## src/rtl/i2c_busctl_pkg.sv

```systemverilog
package i2c_busctl_pkg;

  // register bit positions
  localparam int BIT_BUSY    = 7;
  localparam int BIT_NOISSUE = 6;
  localparam int BIT_SDALVL  = 5;
  localparam int BIT_GUARD   = 4;

  typedef enum logic [2:0] {
    SEQ_IDLE,
    SEQ_ST_REL,   // start: both lines released
    SEQ_ST_SDA,   // start: SDA low, SCL high
    SEQ_ST_SCL,   // start: SDA low, SCL low
    SEQ_SP_SDA,   // stop: SDA low, SCL still low
    SEQ_SP_SCL,   // stop: SDA low, SCL released
    SEQ_SP_REL    // stop: both released
  } seqState_e;

  typedef struct packed {
    logic cntClear;
    logic sclPull;
    logic sclRelease;
    logic sdaLow;
    logic active;
  } ctlStrobe_t;

endpackage

```

## src/rtl/i2c_busctl_dp.sv

```systemverilog
module i2c_busctl_dp
  import i2c_busctl_pkg::*;
#(
  parameter int HOLD        = 8,
  parameter int SYNC_STAGES = 2
) (
  input  logic       clk,
  input  logic       rstN,
  input  logic       modeI2c,
  input  logic       wrEn,
  input  logic [7:0] wrData,
  input  logic       sdaIn,
  input  logic       sclIn,
  input  ctlStrobe_t strobe,
  output logic       issueStart,
  output logic       issueStop,
  output logic       cntDone,
  output logic       startSeen,
  output logic       stopSeen,
  output logic [7:0] rdData,
  output logic       sdaOe,
  output logic       sclOe
);

  localparam int CNT_W = (HOLD > 1) ? $clog2(HOLD) : 1;
  localparam int LINES = 2;

  logic [LINES-1:0] lineRaw;
  logic [LINES-1:0] lineNow;
  logic [LINES-1:0] linePrev;

  assign lineRaw = {sclIn, sdaIn};

  // one synchroniser chain per bus line
  for (genvar g = 0; g < LINES; g++) begin : gSync
    logic [SYNC_STAGES-1:0] chain;
    always_ff @(posedge clk or negedge rstN) begin
      if (!rstN) chain <= '1;
      else       chain <= {chain[SYNC_STAGES-2:0], lineRaw[g]};
    end
    assign lineNow[g] = chain[SYNC_STAGES-1];
  end

  always_ff @(posedge clk or negedge rstN) begin
    if (!rstN) linePrev <= '1;
    else       linePrev <= lineNow;
  end

  logic sdaNow, sdaPrev, sclNow, sclPrev;
  assign sdaNow  = lineNow[0];
  assign sclNow  = lineNow[1];
  assign sdaPrev = linePrev[0];
  assign sclPrev = linePrev[1];

  assign startSeen = sdaPrev & ~sdaNow & sclPrev & sclNow;
  assign stopSeen  = ~sdaPrev & sdaNow & sclPrev & sclNow;

  logic busyFlag;
  always_ff @(posedge clk or negedge rstN) begin
    if (!rstN)                      busyFlag <= 1'b0;
    else if (modeI2c && startSeen)  busyFlag <= 1'b1;
    else if (modeI2c && stopSeen)   busyFlag <= 1'b0;
  end

  logic sdaLvl;
  always_ff @(posedge clk or negedge rstN) begin
    if (!rstN)                             sdaLvl <= 1'b1;
    else if (wrEn && !wrData[BIT_GUARD])   sdaLvl <= wrData[BIT_SDALVL];
  end

  logic sclLow;
  always_ff @(posedge clk or negedge rstN) begin
    if (!rstN)                  sclLow <= 1'b0;
    else if (strobe.sclPull)    sclLow <= 1'b1;
    else if (strobe.sclRelease) sclLow <= 1'b0;
  end

  logic [CNT_W-1:0] holdCnt;
  assign cntDone = (holdCnt == CNT_W'(HOLD - 1));
  always_ff @(posedge clk or negedge rstN) begin
    if (!rstN)                holdCnt <= '0;
    else if (strobe.cntClear) holdCnt <= '0;
    else if (!cntDone)        holdCnt <= holdCnt + 1'b1;
  end

  logic issueReq;
  assign issueReq   = wrEn & ~wrData[BIT_NOISSUE] & modeI2c & ~strobe.active;
  assign issueStart = issueReq & wrData[BIT_BUSY];
  assign issueStop  = issueReq & ~wrData[BIT_BUSY];

  assign sdaOe  = strobe.active ? strobe.sdaLow : ~sdaLvl;
  assign sclOe  = sclLow;
  assign rdData = {busyFlag, 1'b1, ~sdaOe, 5'b0};

endmodule

```

## src/rtl/i2c_busctl_ctl.sv

```systemverilog
module i2c_busctl_ctl
  import i2c_busctl_pkg::*;
(
  input  logic       clk,
  input  logic       rstN,
  input  logic       issueStart,
  input  logic       issueStop,
  input  logic       cntDone,
  output ctlStrobe_t strobe
);

  seqState_e state, stateNext;

  always_ff @(posedge clk or negedge rstN) begin
    if (!rstN) state <= SEQ_IDLE;
    else       state <= stateNext;
  end

  always_comb begin
    stateNext = state;
    strobe    = '0;
    strobe.active = (state != SEQ_IDLE);
    unique case (state)
      SEQ_IDLE: begin
        if (issueStart) begin
          stateNext         = SEQ_ST_REL;
          strobe.cntClear   = 1'b1;
          strobe.sclRelease = 1'b1;
        end else if (issueStop) begin
          stateNext       = SEQ_SP_SDA;
          strobe.cntClear = 1'b1;
        end
      end
      SEQ_ST_REL: begin
        if (cntDone) begin
          stateNext       = SEQ_ST_SDA;
          strobe.cntClear = 1'b1;
        end
      end
      SEQ_ST_SDA: begin
        strobe.sdaLow = 1'b1;
        if (cntDone) begin
          stateNext       = SEQ_ST_SCL;
          strobe.cntClear = 1'b1;
          strobe.sclPull  = 1'b1;
        end
      end
      SEQ_ST_SCL: begin
        strobe.sdaLow = 1'b1;
        if (cntDone) stateNext = SEQ_IDLE;
      end
      SEQ_SP_SDA: begin
        strobe.sdaLow = 1'b1;
        if (cntDone) begin
          stateNext         = SEQ_SP_SCL;
          strobe.cntClear   = 1'b1;
          strobe.sclRelease = 1'b1;
        end
      end
      SEQ_SP_SCL: begin
        strobe.sdaLow = 1'b1;
        if (cntDone) begin
          stateNext       = SEQ_SP_REL;
          strobe.cntClear = 1'b1;
        end
      end
      SEQ_SP_REL: begin
        if (cntDone) stateNext = SEQ_IDLE;
      end
      default: stateNext = SEQ_IDLE;
    endcase
  end

endmodule

```

## src/rtl/i2c_busctl_top.sv

```systemverilog
module i2c_busctl_top
  import i2c_busctl_pkg::*;
#(
  parameter int HOLD        = 8,
  parameter int SYNC_STAGES = 2
) (
  input  logic       clk,
  input  logic       rstN,
  input  logic       modeI2c,
  input  logic       wrEn,
  input  logic [7:0] wrData,
  output logic [7:0] rdData,
  input  logic       sdaIn,
  input  logic       sclIn,
  output logic       sdaOe,
  output logic       sclOe
);

  ctlStrobe_t strobe;
  logic issueStart, issueStop, cntDone;
  logic startSeen, stopSeen, seqActive;

  assign seqActive = strobe.active;

  i2c_busctl_dp #(.HOLD(HOLD), .SYNC_STAGES(SYNC_STAGES)) uDp (
    .clk(clk), .rstN(rstN), .modeI2c(modeI2c), .wrEn(wrEn), .wrData(wrData),
    .sdaIn(sdaIn), .sclIn(sclIn), .strobe(strobe),
    .issueStart(issueStart), .issueStop(issueStop), .cntDone(cntDone),
    .startSeen(startSeen), .stopSeen(stopSeen),
    .rdData(rdData), .sdaOe(sdaOe), .sclOe(sclOe)
  );

  i2c_busctl_ctl uCtl (
    .clk(clk), .rstN(rstN), .issueStart(issueStart), .issueStop(issueStop),
    .cntDone(cntDone), .strobe(strobe)
  );

endmodule

```

## config.mk

```make
export PLATFORM = sky130hd
export DESIGN_NAME = i2c_busctl_top
export DESIGN_NICKNAME = d
export VERILOG_FILES = /design/src/rtl/i2c_busctl_pkg.sv /design/src/rtl/i2c_busctl_dp.sv /design/src/rtl/i2c_busctl_ctl.sv /design/src/rtl/i2c_busctl_top.sv
export SDC_FILE = /design/constraint.sdc
export NUM_CORES = 1
export LEC_CHECK = 0
export ABC_CLOCK_PERIOD_IN_PS = 3300
export CAP_MARGIN = 20
export CORE_AREA = 2 2 44 46
export DETAILED_ROUTE_END_ITERATION = 7
export DIE_AREA = 0 0 46 48
export PLACE_DENSITY = 0.86
export SLEW_MARGIN = 20
export SYNTH_ARGS = -nofsm -noshare
export SYNTH_HDL_FRONTEND = slang
export SYNTH_HIERARCHICAL = 1
export SYNTH_SLANG_ARGS = --single-unit
```

## constraint.sdc

```tcl
create_clock -name clk -period 3.3 [get_ports clk]
set_clock_uncertainty 0.05 [all_clocks]
set_input_delay 0.66 -clock clk [delete_from_list [all_inputs] [get_ports clk]]
set_output_delay 0.66 -clock clk [all_outputs]
set_load 0.05 [all_outputs]
```

# == After elaboration in Yosys (flattened, before gate mapping) ==
# Cells that the tools add are included.
# word_totals
ff_bits,15
output_inout_bits,10
elab_cells,77
# classes
n_eq_ne,14
n_mux,24
n_bitwise,18
reduce_logical,12
addsub,1
# op_table
op,count
3-bit two-way mux,9
3-bit case mux with 6 select lines,1
"3-bit == test, second input constant",4
1-bit bitwise AND,11
1-bit two-way mux,11
"2-bit inequality test, second input constant",5
1-bit inverter,7
"3-bit by 2-bit == test with 1-bit output, second input constant",2
6-bit AND reduction,1
2-bit nonzero test,2
4-bit OR reduction,1
"3-bit by 1-bit adder with 3-bit output, second input constant",1
"3-bit by 1-bit == test with 1-bit output, second input constant",1
1-bit logical AND,3
3-bit logical NOT,1
"3-bit inequality test, second input constant",1
1-bit case mux with 3 select lines,1
3-bit nonzero test,1
3-bit OR reduction,1
2-bit two-way mux,1
"2-bit by 1-bit inequality test with 1-bit output, second input constant",1
1-bit case mux with 2 select lines,1
2-bit OR reduction,1
1-bit logical NOT,1

# == Logic depth before layout (Yosys ltp) ==
# Gate-level depths: netlist of the first run.
# logic_depth
depth_word,9
mapped_depth,7

# == By module ==
# The synthesis of the first run kept the hierarchy.
# by_module_without_submodules
mod,cells_each,area_each_um2,instances
i2c_busctl_dp,48,554.3,1
i2c_busctl_ctl,27,234.0,1

# == Least setup slack after synthesis of the first run ==
# OpenSTA, ideal clock, no wires.
# synth_timing
kind,register -> output
start,register uCtl.state[1]
end,output rdData[5]
path_stages_with_launch,5
arrival_ps,1617
path_buffers,1
setup_slack_ps,973
path_cell_list,dfrtp_1 -> buf_6 -> or3_2 -> mux2_4 -> inv_2
# synth_rtl
item,line,rtl
start: declaration,i2c_busctl_ctl.sv:12,"seqState_e state, stateNext;"
start signal: assignment,i2c_busctl_ctl.sv:16,else state <= stateNext;
end: declaration,i2c_busctl_top.sv:12,"output logic [7:0] rdData,"

==> results.tsv, run 1 <==
stage	metric	value	unit
run_status	outcome	finished clean	
setup_path	crit_family	buffers and inverters	
finish	top_library_cells_by_usage_in_the_layout_fill_and_taps_aside	13 x clkdlybuf4s50_1, 8 x dfrtp_1, 7 x nor2_1, 7 x dfstp_2, 6 x conb_1	
pwr	power_frac_comb	48.7	%
floorplanning	die-area	2210	um2
finish	antennaDiodeCount	0	
finish	fillerInstances	164	
pwr	vdd.ir_drop.worst	0.573	mV
synthesis	synth.avg_cell_area	10.7	um2
sta	finalSetupViolCount	0	
setup_path	critPathRequiredTime	2.59	ns
pwr	reported_leakage_power	0.397	nW
floorplanning	floorplan.die.width	46	um
drt	post-route-drc-count	0	
sta	layout_worst_path_cycle_share	95.9	%
drt	dr_total_vias	515	
drt	detail_route.vias_per_cell	5.15	
pwr	internal-power	0.000433	W
sta	layout_setup_ws	0.136	ns
clock_tree	post_cts_setup_buffers	0	
floorplanning	effective_utilization_at_floorplan	45.7	%
clock_tree	cts_htree_levels	1	
clock_tree	number_of_buffers_added_by_the_clock_tree_synthesis_step	3	
placed_design	gp_congestion	0.677	
drt	firstDrtPassIters	2	
finish	multi_input_area	304	um2
placed_design	place_ws	0.429	ns
setup_path	cp_cell_sequence	or3_2 -> mux2_4 -> inv_2 -> clkdlybuf4s50_1	
finish	postLayoutCoreUtil	52.4	%
finish	layout.cells.most_common	clkdlybuf4s50_1	
sta	final_critical_path_required_period	3.16	ns
clock_tree	clkLatencyLatePin	0.27	ns
floorplanning	boundaryPins	24	
clock_tree	ctsLongestPathBuffers	2	
placed_design	port_buffers	13	
finish	ff_latch_area	384	um2
finish	post_route_cells_drive_above_1_share	20.5	%
pwr	pwr_density_cell	860	nW/um2
setup_path	cp_max_fo	10	
flow_run	cap_violations	0	
clock_tree	cts_repair_resize_count	0	
placed_design	dpl-instance-area	858	um2
sta	relSlewSlack	57.6	%
finish	post_route_design_area	886	um2
pwr	total_power	0.000762	W
setup_path	timing.critical_path.slowest_stage_cell	clkdlybuf4s50_1	
sta	finalHoldViolCount	0	
pwr	power.share.sequential	38.4	%
floorplanning	vert_die_dim	48	um
clock_tree	cts_hold_buffers	0	
drt	post_drt_wl_per_cell	11.8	um
grt	antenna_violations_before_repair	0	
clock_tree	root_buffer	clkbuf_4	
sta	final.setup.tns	0	ns
drt	finalWirelength	1180	um
placed_design	detailedPlacementHpwl	869	um
pwr	swShare	43.1	%
pwr	power.switching	0.000329	W
synthesis	ys_warn_count	6	
setup_path	endpoint_kind	primary output	
clock_tree	clock_sink_count	15	
finish	flow.area_growth_from_synthesis	14.7	%
grt	grt_max_degree	16	
synthesis	netlist_instances	72	
grt	first_global_vias	459	
hold_path	min-delay-path-class	reg -> reg	
finish	finalNetCount	100	
floorplanning	row_count	15	
setup_path	worstSetupStartpointType	flop	
sta	max_freq	316	MHz
setup_path	critical_path.max_stage_delay	0.78	ns
setup_path	critical_path.n_buffers_inverters	2	
grt	globalRouteOverflowTotal	0	
sta	timing.final.max_slew_violations	0	
drt	final_antenna_net_count	0	
pwr	power.clock.fraction	12.9	%
sta	worst_slew_pin_slew	0.634	ns
grt	grt_usage	11.6	%
drt	initialDrtViolationCount	3	
clock_tree	cts_tree	done	
clock_tree	clock_slew_seen_by_the_registers_of_the_worst_setup_and_hold_paths	0.08	ns
setup_path	timing.critical_path.arrival	2.45	ns
sta	grt_setup_unrepaired	false	
setup_path	crit_path_class	reg -> out	
grt	first_pass_grt_wire_length	1850	um
floorplanning	area_of_the_core	1690	um2
synthesis	syn_area	772	um2
[final timing paths]
kind | cells after the start | startpoint | endpoint | slack, ns
worst max-delay path | 4 | uCtl/state[1] | rdData[5] | 0.14
worst min-delay path | 0 | uDp/gSync[1].chain[0] | uDp/gSync[1].chain[1] | 0.31
worst max register to register | 6 | uCtl/state[1] | uDp/holdCnt[1] | 1.20
worst min register to register | 0 | uDp/gSync[1].chain[0] | uDp/gSync[1].chain[1] | 0.31
max in group asynchronous | 1 | rstN | uDp/busyFlag | 2.06
min in group asynchronous | 1 | rstN | uDp/holdCnt[2] | 0.72
[registers in the layout (all words and copies together) (netlist names)]
signal	flops
uDp/sclOe	1
uCtl/state	3
uDp/busyFlag	1
uDp/linePrev	2
uDp/sdaLvl	1
uDp/holdCnt	3
uDp/gSync.chain	4
[worst reg2reg max path: cells and delay by family, from the launching register on]
family	cells	cell delay (ns)
DFF	1	0.48
and+or+nand+nor	4	1.16
AOI/OAI and AO/OA	2	0.31
[cell type report]
class	instances	share of cell area [%]
clock buffer	3	2.54
clock inverter	1	0.565
inverter	5	2.12
multi-input combinational	46	34.3
sequential	15	43.4
tap	17	2.40
timing repair buffer	13	14.7
[metal layers]
| metal | up-vias | wire length (um) | global-route usage [%] |
|---|---|---|---|
| met4 | 0 | 0 | 1.71 |
| met5 | - | 0 | 0 |
| li1 | 256 | - | - |
| met1 | 243 | 559 | 14.3 |
| met3 | 0 | 77 | 4.15 |
| met2 | 16 | 547 | 20.0 |
[stage by stage]
stage	hold slack (ns)	std cells
3_3_place_gp	0.296	96
2_1_floorplan	0.295	76
4_1_cts	0.310	100
5_1_grt	0.316	100
6_report	0.308	100
3_5_place_dp	0.297	96
[power groups by stage]
stage                     Clock [W]  Sequential, W  Combinational [W]
after floorplan                   0       0.000275           0.000326
after global placement            0       0.000292           0.000359
after detailed placement          0       0.000296           0.000373
after CTS                  0.000105       0.000292           0.000375
after global routing       0.000112       0.000302           0.000402
final                     0.0000980       0.000293           0.000371
(Power assumes the default switching activity.)
==> inputs of run 2 (changes only) <==
--- a/config.mk
+++ b/config.mk
@@ -11,7 +11,6 @@
 export DETAILED_ROUTE_END_ITERATION = 7
 export DIE_AREA = 0 0 46 48
 export PLACE_DENSITY = 0.86
-export SLEW_MARGIN = 20
 export SYNTH_ARGS = -nofsm -noshare
 export SYNTH_HDL_FRONTEND = slang
 export SYNTH_HIERARCHICAL = 1
==> results of run 2 <==
The final DEF is identical to that of run 1; final timing and power are the same.
==> inputs of run 3 (changes only) <==
--- a/config.mk
+++ b/config.mk
@@ -5,9 +5,9 @@
 export SDC_FILE = /design/constraint.sdc
 export NUM_CORES = 1
 export LEC_CHECK = 0
-export ABC_CLOCK_PERIOD_IN_PS = 3300
 export CAP_MARGIN = 20
 export CORE_AREA = 2 2 44 46
+export CTS_CLUSTER_SIZE = 16
 export DETAILED_ROUTE_END_ITERATION = 7
 export DIE_AREA = 0 0 46 48
 export PLACE_DENSITY = 0.86
==> results of run 3 <==
The final DEF is identical to that of run 1; final timing and power are the same.
